$ cat config.mk
export PLATFORM = sky130hd
export DESIGN_NAME = mmct_timer
export DESIGN_NICKNAME = d
export VERILOG_FILES = /design/src/rtl/mmct_pkg.sv /design/src/rtl/mmct_prescale.sv /design/src/rtl/mmct_cmp.sv /design/src/rtl/mmct_timer.sv
export SDC_FILE = /design/constraint.sdc
export NUM_CORES = 1
export LEC_CHECK = 0
export BUFFER_PORTS_ARGS = -buffer_cell sky130_fd_sc_hd__buf_2
export CAP_MARGIN = 20
export CORE_ASPECT_RATIO = 1.75
export CORE_MARGIN = 5
export CORE_UTILIZATION = 35
export DETAILED_ROUTE_END_ITERATION = 16
export PLACE_DENSITY = 0.56
export SKIP_CTS_REPAIR_TIMING = 1
export SKIP_LAST_GASP = 1
export SLEW_MARGIN = 20
export SYNTH_ARGS = -nofsm -noshare
export SYNTH_HDL_FRONTEND = slang
export SYNTH_HIERARCHICAL = 1
export SYNTH_SLANG_ARGS = --single-unit
$ cat constraint.sdc
create_clock -name clk_i -period 3.4 [get_ports clk_i]
set_input_delay 0.51 -clock clk_i [delete_from_list [all_inputs] [get_ports clk_i]]
set_output_delay 0.51 -clock clk_i [all_outputs]
set_load 0.01 [all_outputs]
$ cat src/rtl/mmct_pkg.sv
package mmct_pkg;
  typedef enum logic [1:0] {
    CMP_OFF = 2'd0,
    CMP_EQ  = 2'd1,
    CMP_GE  = 2'd2,
    CMP_EVT = 2'd3
  } cmp_mode_e;

  // setup[11:0]; msb first
  typedef struct packed {
    logic      stop_en;
    logic      rsvd;
    cmp_mode_e mode2;
    cmp_mode_e mode1;
    logic      rev;
    logic      src_sel;
    logic [3:0] div;
  } cfg_t;

  localparam int CFG_W = $bits(cfg_t);
  localparam logic [11:0] CFG_WMASK = 12'hBFF;
  localparam int LOCK_BIT = 12;
  localparam int FLAG_BIT = 13;
  localparam int EN_BIT = 15;

  localparam logic [1:0] RA_CMP1  = 2'd0;
  localparam logic [1:0] RA_CMP2  = 2'd1;
  localparam logic [1:0] RA_CNT   = 2'd2;
  localparam logic [1:0] RA_SETUP = 2'd3;
endpackage

$ cat src/rtl/mmct_prescale.sv
module mmct_prescale #(
  parameter int DIV_W = 4,
  localparam int PS_W = (1 << DIV_W) - 1
) (
  input  logic             clk_i,
  input  logic             rst_ni,
  input  logic             src_en_i,
  input  logic             run_i,
  input  logic             clr_i,
  input  logic [DIV_W-1:0] div_i,
  output logic             tick_o
);
  logic [PS_W-1:0] ps_q;
  logic [PS_W-1:0] mask;

  assign mask   = ~({PS_W{1'b1}} << div_i);
  assign tick_o = src_en_i & run_i & ((ps_q & mask) == mask);

  always_ff @(posedge clk_i or negedge rst_ni) begin
    if (!rst_ni)                 ps_q <= '0;
    else if (clr_i)              ps_q <= '0;
    else if (src_en_i && run_i)  ps_q <= ps_q + 1'b1;
  end
endmodule

$ cat src/rtl/mmct_cmp.sv
module mmct_cmp
  import mmct_pkg::*;
#(
  parameter int W = 16
) (
  input  cmp_mode_e      mode_i,
  input  logic [W-1:0]   cmp_i,
  input  logic [W-1:0]   cnt_nxt_i,
  input  logic           adv_i,
  output logic           hit_o
);
  always_comb begin
    unique case (mode_i)
      CMP_EQ, CMP_EVT: hit_o = adv_i & (cnt_nxt_i == cmp_i);
      CMP_GE:          hit_o = adv_i & (cnt_nxt_i >= cmp_i);
      default:         hit_o = 1'b0;
    endcase
  end
endmodule

$ cat src/rtl/mmct_timer.sv
module mmct_timer
  import mmct_pkg::*;
#(
  parameter int CNT_W  = 16,
  parameter int DIV_W  = 4,
  parameter int ADDR_W = 3
) (
  input  logic              clk_i,
  input  logic              rst_ni,
  input  logic              wr_en_i,
  input  logic [ADDR_W-1:0] addr_i,
  input  logic [CNT_W-1:0]  wdata_i,
  output logic [CNT_W-1:0]  rdata_o,
  input  logic              alt_tick_i,
  input  logic              halt_i,
  input  logic              cmp1_irq_en_i,
  input  logic              cmp2_irq_en_i,
  input  logic              wdog_rst_en_i,
  output logic              cmp1_irq_o,
  output logic              cmp2_irq_o,
  output logic              rst_req_o
);
  localparam int NCMP = 2;

  logic [1:0]       reg_sel;
  logic             cnt_wr, setup_wr;
  cfg_t             cfg_q;
  logic             en_q, lock_q, rst_req_q;
  logic [CNT_W-1:0] cnt_q, cnt_nxt, cnt_rev;
  logic [CNT_W-1:0] cmp_q [NCMP];
  logic             hit   [NCMP];
  logic             hit_q [NCMP];
  logic             flag_q[NCMP];
  logic             run, src_en, tick, adv, wrap;

  assign reg_sel  = addr_i[2:1];
  assign cnt_wr   = wr_en_i && (reg_sel == RA_CNT);
  assign setup_wr = wr_en_i && (reg_sel == RA_SETUP);

  always_ff @(posedge clk_i or negedge rst_ni) begin
    if (!rst_ni) begin
      cfg_q  <= '0;
      en_q   <= 1'b0;
      lock_q <= 1'b0;
    end else if (setup_wr && !lock_q) begin
      cfg_q  <= cfg_t'(wdata_i[CFG_W-1:0] & CFG_WMASK);
      en_q   <= wdata_i[EN_BIT];
      lock_q <= 1'b1;
    end
  end

  assign run    = en_q & ~(cfg_q.stop_en & halt_i);
  assign src_en = cfg_q.src_sel ? alt_tick_i : 1'b1;

  mmct_prescale #(.DIV_W(DIV_W)) u_ps (
    .clk_i   (clk_i),
    .rst_ni  (rst_ni),
    .src_en_i(src_en),
    .run_i   (run),
    .clr_i   (cnt_wr),
    .div_i   (cfg_q.div),
    .tick_o  (tick)
  );

  // event-mode wrap: step after reaching compare value loads zero
  assign wrap = ((cfg_q.mode1 == CMP_EVT) && (cnt_q == cmp_q[0])) ||
                ((cfg_q.mode2 == CMP_EVT) && (cnt_q == cmp_q[1]));
  assign cnt_nxt = wrap ? '0 : cnt_q + 1'b1;
  assign adv     = tick & ~cnt_wr;

  always_ff @(posedge clk_i or negedge rst_ni) begin
    if (!rst_ni)      cnt_q <= '0;
    else if (cnt_wr)  cnt_q <= wdata_i;
    else if (tick)    cnt_q <= cnt_nxt;
  end

  for (genvar g = 0; g < NCMP; g++) begin : g_cmp
    always_ff @(posedge clk_i or negedge rst_ni) begin
      if (!rst_ni)                                  cmp_q[g] <= '0;
      else if (wr_en_i && (reg_sel == 2'(g)))       cmp_q[g] <= wdata_i;
    end

    mmct_cmp #(.W(CNT_W)) u_cmp (
      .mode_i   ((g == 0) ? cfg_q.mode1 : cfg_q.mode2),
      .cmp_i    (cmp_q[g]),
      .cnt_nxt_i(cnt_nxt),
      .adv_i    (adv),
      .hit_o    (hit[g])
    );

    always_ff @(posedge clk_i or negedge rst_ni) begin
      if (!rst_ni) begin
        hit_q[g]  <= 1'b0;
        flag_q[g] <= 1'b0;
      end else begin
        hit_q[g]  <= hit[g];
        flag_q[g] <= (flag_q[g] & ~(setup_wr & wdata_i[FLAG_BIT+g])) | hit[g];
      end
    end
  end

  always_ff @(posedge clk_i or negedge rst_ni) begin
    if (!rst_ni) rst_req_q <= 1'b0;
    else         rst_req_q <= rst_req_q | (hit[1] & wdog_rst_en_i);
  end

  for (genvar b = 0; b < CNT_W; b++) begin : g_rev
    assign cnt_rev[b] = cnt_q[CNT_W-1-b];
  end

  always_comb begin
    unique case (reg_sel)
      RA_CMP1: rdata_o = cmp_q[0];
      RA_CMP2: rdata_o = cmp_q[1];
      RA_CNT:  rdata_o = cfg_q.rev ? cnt_rev : cnt_q;
      default: rdata_o = CNT_W'({en_q, flag_q[1], flag_q[0], lock_q, cfg_q});
    endcase
  end

  assign cmp1_irq_o = hit_q[0] & cmp1_irq_en_i;
  assign cmp2_irq_o = hit_q[1] & cmp2_irq_en_i;
  assign rst_req_o  = rst_req_q;
endmodule

* After elaboration in Yosys (flattened, before gate mapping)
Cells that the tools add are included.
Storage, ports and cells: register bits after elaboration 81, bits of input ports 27, output and inout port bits 19
Operators by class: add/sub/neg operators 2, magnitude comparators 2, equality and inequality tests 14, shifts and indexed selects 1, multiplexer cells 10, bitwise operators 25, reduce and logical (&&, ||, !) cells 15
Operators with widths (number):
- equality test 16 bit | 4
- 2-to-1 mux 16 bit | 4
- case mux 16 bit (3 select lines) | 1
- >= comparator 16 bit | 2
- 2-to-1 mux 15 bit | 2
- adder 16 x 1 -> 16 bit (second input constant) | 1
- AND 1 bit | 16
- adder 15 x 1 -> 15 bit (second input constant) | 1
- AND 15 bit | 1
- equality test 15 bit | 1
- NOT 15 bit | 1
- << shifter 15 x 4 -> 15 bit (first input constant) | 1
- equality test 2 bit (second input constant) | 6
- logical AND 1 bit | 8
- equality test 2 x 1 -> 1 bit (second input constant) | 3
- NOT 1 bit | 4
- case mux 1 bit (2 select lines) | 2
- nonzero test 2 bit | 2
- OR reduction 2 bit | 2
- bitwise OR 1 bit | 3
- logical NOT 2 bit | 1
- logical NOT 1 bit | 1
- logical OR 1 bit | 1
- 2-to-1 mux 1 bit | 1

* Depth between registers and ports, before layout
depth in word-level cells 10, gate-level depth with buffers 15, gate-level depth less buffers 12

* Cells and area by module
The synthesis kept the hierarchy.
Modules (own cells, without submodules):
- mmct_timer | times used 1, cells each 397, area an instance 4210.3 um^2, seq. area each 1651.6 um^2
- mmct_prescale | times used 1, cells each 106, area an instance 915.9 um^2, seq. area each 375.4 um^2
- mmct_cmp | times used 2, cells each 60, area an instance 437.9 um^2, seq. area each 0.0 um^2

* Least setup slack after synthesis
OpenSTA, ideal clock, no wires.
path kind reg-to-reg, start reg cnt_q[4], end reg rst_req_q, in the netlist rst_req_o, setup time 64 ps, arrival 2821 ps, setup slack 515 ps, cell stages (with the launch flop) 15, buffers on the path 3, period minus slack after synthesis 2885 ps, path through dfrtp_1 buf_4 xnor2_1 nand3_1 nor3_1 a22o_2 buf_2 buf_4 nor2_1 ha_1 nand4_2 o41ai_2 o211ai_1 a31oi_1 a21o_1
RTL lines:
- start, declared | line mmct_timer.sv:29 | logic [CNT_W-1:0] cnt_q, cnt_nxt, cnt_rev;
- start signal, assigned | line mmct_timer.sv:73 | else if (cnt_wr) cnt_q <= wdata_i;
- start signal, assigned | line mmct_timer.sv:74 | else if (tick) cnt_q <= cnt_nxt;
- end signal, assigned | line mmct_timer.sv:104 | else rst_req_q <= rst_req_q | (hit[1] & wdog_rst_en_i);
- end, declared | line mmct_timer.sv:28 | logic en_q, lock_q, rst_req_q;

==> impl_metrics.toml <==
[outcome]
status = "completed"

[die]
fp.dieH_um = 183
fp.dieArea_um2 = 20000
placeableCoreArea_um2 = 16900
fp-row-count = 63
pin_count = 46
die-width_um = 109
floorplan.initialDensity_pct = 35.4

[sta]
relSlewSlack_pct = 40.1
setup-tns-final_ns = 0
period_minus_slack_ns = 3.25
hold_slack_ns = 0.212
final_count_of_negative_setup_slack_endpoints = 0
timing_worst_slew_pin_value_ns = 0.898
grt_setup_unrepaired = "false"
timing.final.crit_share_pct = 95.6
highest_achievable_clock_rate_mhz = 308
drv_slew = 0
timing_hold_violations_final = 0
fin_skew_ns = 0.00718

[routing]
drt_iter0_drc = 231
routed_wl_um = 18100
vias = 4919
drt.antenna.violating_nets = 0
drc = 0
detail_route.wl_per_cell_um = 20.2
dr.pass1.iters = 5
dr_vias_cell = 5.49

[global_routing]
grt_pass1_wl_um = 28500
grt_max_degree = 82
track_usage_pct = 18.9
grt_pass1_vias = 5243
antenna_found_initial = 0
overflow = 0

[worst_setup_path]
critical_path.max_fanout = 14
worst-endpoint-required_ns = 3.69
worst_setup_path_end_kind = "flop"
worst_case_register_to_register_setup_slack_ns = 0.15
cp_data_arrival_time_ns = 3.54
start_kind = "flop"
type_of_the_worst_setup_path = "flop to flop"

[synth]
synth.yosys.seq_area_share_pct = 33.8
synth_ff_type = "sky130_fd_sc_hd__dfrtp_1"
post_synth_most_frequent_cells = "sky130_fd_sc_hd__dfrtp_1 (81), sky130_fd_sc_hd__mux2_2 (60), sky130_fd_sc_hd__a21oi_1 (52)"
synth_cell_type_count = 63
mappedNetlistArea_um2 = 6000
postSynthCellCount = 623
synth-edff-count = 0
synthDominantAreaCellType = "sky130_fd_sc_hd__dfrtp_1"
synth_area_leaders = "sky130_fd_sc_hd__dfrtp_1 (34%), sky130_fd_sc_hd__mux2_2 (11%), sky130_fd_sc_hd__ha_1 (7.1%), sky130_fd_sc_hd__xnor2_1 (5.7%), sky130_fd_sc_hd__mux4_2 (5.3%)"
syn-mean-instance-area_um2 = 9.63
synthesized_flop_and_latch_total = 81
synth-warning-count = 6
library_cell_with_the_highest_instance_count_after_synthesis = "sky130_fd_sc_hd__dfrtp_1"
nets_in_the_synthesized_netlist = 684
synth.top_cell.area_share_pct = 33.8
async_reset_ff_share_pct = 100

[clocking]
clockRootBuffer = "sky130_fd_sc_hd__clkbuf_16"
clock_tree_from_tritoncts = "built"
path_clk_slew_ns = 0.07
numClockSinks = 81
clock_insertion_delay_worst_skew_ns = 0.34
h-tree-depth = 3
clk_path_buf_depth = 2
cts_made_buffers = 9

[power_and_ir_drop]
static-leakage-power_nw = 3.01
vdd.ir_drop.worst_v = 0.000239
power-per-cell-area_nw_per_um2 = 580

[final_layout]
share_of_layout_cells_above_drive_strength_1_pct = 28.6
finish.cell_count_without_fillers = 896
fillerInstances = 1697
final_net_count = 725
utilization_pct = 40.7
flow.area_growth_from_synthesis_pct = 15.0
antenna-diode-count = 0

[placed_design]
placement.io_buffers = 44
dp_hpwl_um = 13600
gp_congestion = 0.962
numPlacedInstances = 878

[worst_hold_path]
type_of_the_worst_min_delay_path = "primary input to async pin"

[flow_run]
drv_cap = 0
## per-stage QoR
stage	power, mW	setup WS [ns]	area, um2
after floorplan	2.41	0.515	6000
after global placement	2.87	0.163	6530
after detailed placement	2.92	0.0832	6530
after CTS	4.00	0.0451	6850
after global routing	4.24	0.00650	6900
final	4.00	0.149	6900
## metal layers
layer	GRT usage [%]	wire (um)
met5	0	0
met4	14.3	1410
met3	3.66	864
met2	33.9	9570
met1	18.7	6280
## sequential cells by signal, indices dropped and copies added, names as in the netlist
| signal | count |
|---|---|
| en_q | 1 |
| u_ps/ps_q | 15 |
| flag_q | 2 |
| cfg_q | 11 |
| hit_q | 2 |
| lock_q | 1 |
| cmp_q | 32 |
| rst_req_o | 1 |
| cnt_q | 16 |
## power by group
part | internal [mW] | switching [mW] | total [mW] | leakage (nW)
clock network | 0.644 | 0.417 | 1.06 | 0.160
logic | 0.756 | 0.834 | 1.59 | 1.89
registers | 1.11 | 0.239 | 1.35 | 0.965
## final timing paths
check | start | endpoint | depth (start not counted)
min in group clk_i | wdog_rst_en_i | rst_req_o$_DFF_PN0_ | 2
worst max-delay path | cnt_q[5]$_DFFE_PN0P_ | flag_q[1]$_DFF_PN0_ | 12
worst max register to register | cnt_q[5]$_DFFE_PN0P_ | flag_q[1]$_DFF_PN0_ | 12
max in group asynchronous | rst_ni | cnt_q[0]$_DFFE_PN0P_ | 1
worst min register to register | rst_req_o$_DFF_PN0_ | rst_req_o$_DFF_PN0_ | 1
worst min-delay path | rst_ni | rst_req_o$_DFF_PN0_ | 1
## area by class of cell
class	count	area, um2	area share [%]
Clock buffer	9	225	3.26
Clock inverter	7	92.6	1.34
Inverter	38	143	2.07
Multi-Input combinational cell	462	3650	52.9
Sequential cell	81	2030	29.4
Tap cell	227	284	4.12
Timing Repair Buffer	72	474	6.87
## cells by family (layout without fill, tap and decap cells)
logic type / count (synthesis) / in the layout / share of synthesized area [%]
compound gates: 112 / 112 / 11.4
mux: 77 / 77 / 17.0
buf+inv: 80 / 126 / 5.94
simple gates: 191 / 191 / 17.8
xor+xnor: 48 / 48 / 7.00
fa+ha+maj: 34 / 34 / 7.09
flops: 81 / 81 / 33.8
## placed cells by master, fill, tap and decap left out, types with 10 or more instances in the layout
cell type                 instances
sky130_fd_sc_hd__or3_1           10
sky130_fd_sc_hd__a21oi_1         52
sky130_fd_sc_hd__buf_4           25
sky130_fd_sc_hd__inv_1           37
sky130_fd_sc_hd__nand4_1         17
sky130_fd_sc_hd__xnor2_1         36
sky130_fd_sc_hd__a21o_1          12
sky130_fd_sc_hd__nor2_1          47
sky130_fd_sc_hd__ha_1            33
sky130_fd_sc_hd__mux4_2          14
sky130_fd_sc_hd__mux2_2          60
sky130_fd_sc_hd__o21ai_0         21
sky130_fd_sc_hd__buf_2           43
sky130_fd_sc_hd__nand3_1         16
sky130_fd_sc_hd__dfrtp_1         79
sky130_fd_sc_hd__nand2_1         32
## critical path, cell delays in order, from the launching register on
cell and delay (ns):
sky130_fd_sc_hd__dfrtp_1 0.51, sky130_fd_sc_hd__xnor2_1 0.37, sky130_fd_sc_hd__nand4_1 0.13, sky130_fd_sc_hd__nor2_1 0.19, sky130_fd_sc_hd__a22o_2 0.31, sky130_fd_sc_hd__buf_12 0.18
sky130_fd_sc_hd__nor2_1 0.07, sky130_fd_sc_hd__ha_1 0.33, sky130_fd_sc_hd__a21oi_1 0.08, sky130_fd_sc_hd__o21ai_0 0.47, sky130_fd_sc_hd__a2bb2oi_1 0.13, sky130_fd_sc_hd__a31oi_1 0.30
sky130_fd_sc_hd__a21o_1 0.13
No activity file was read; power rests on OpenSTA's default activity.
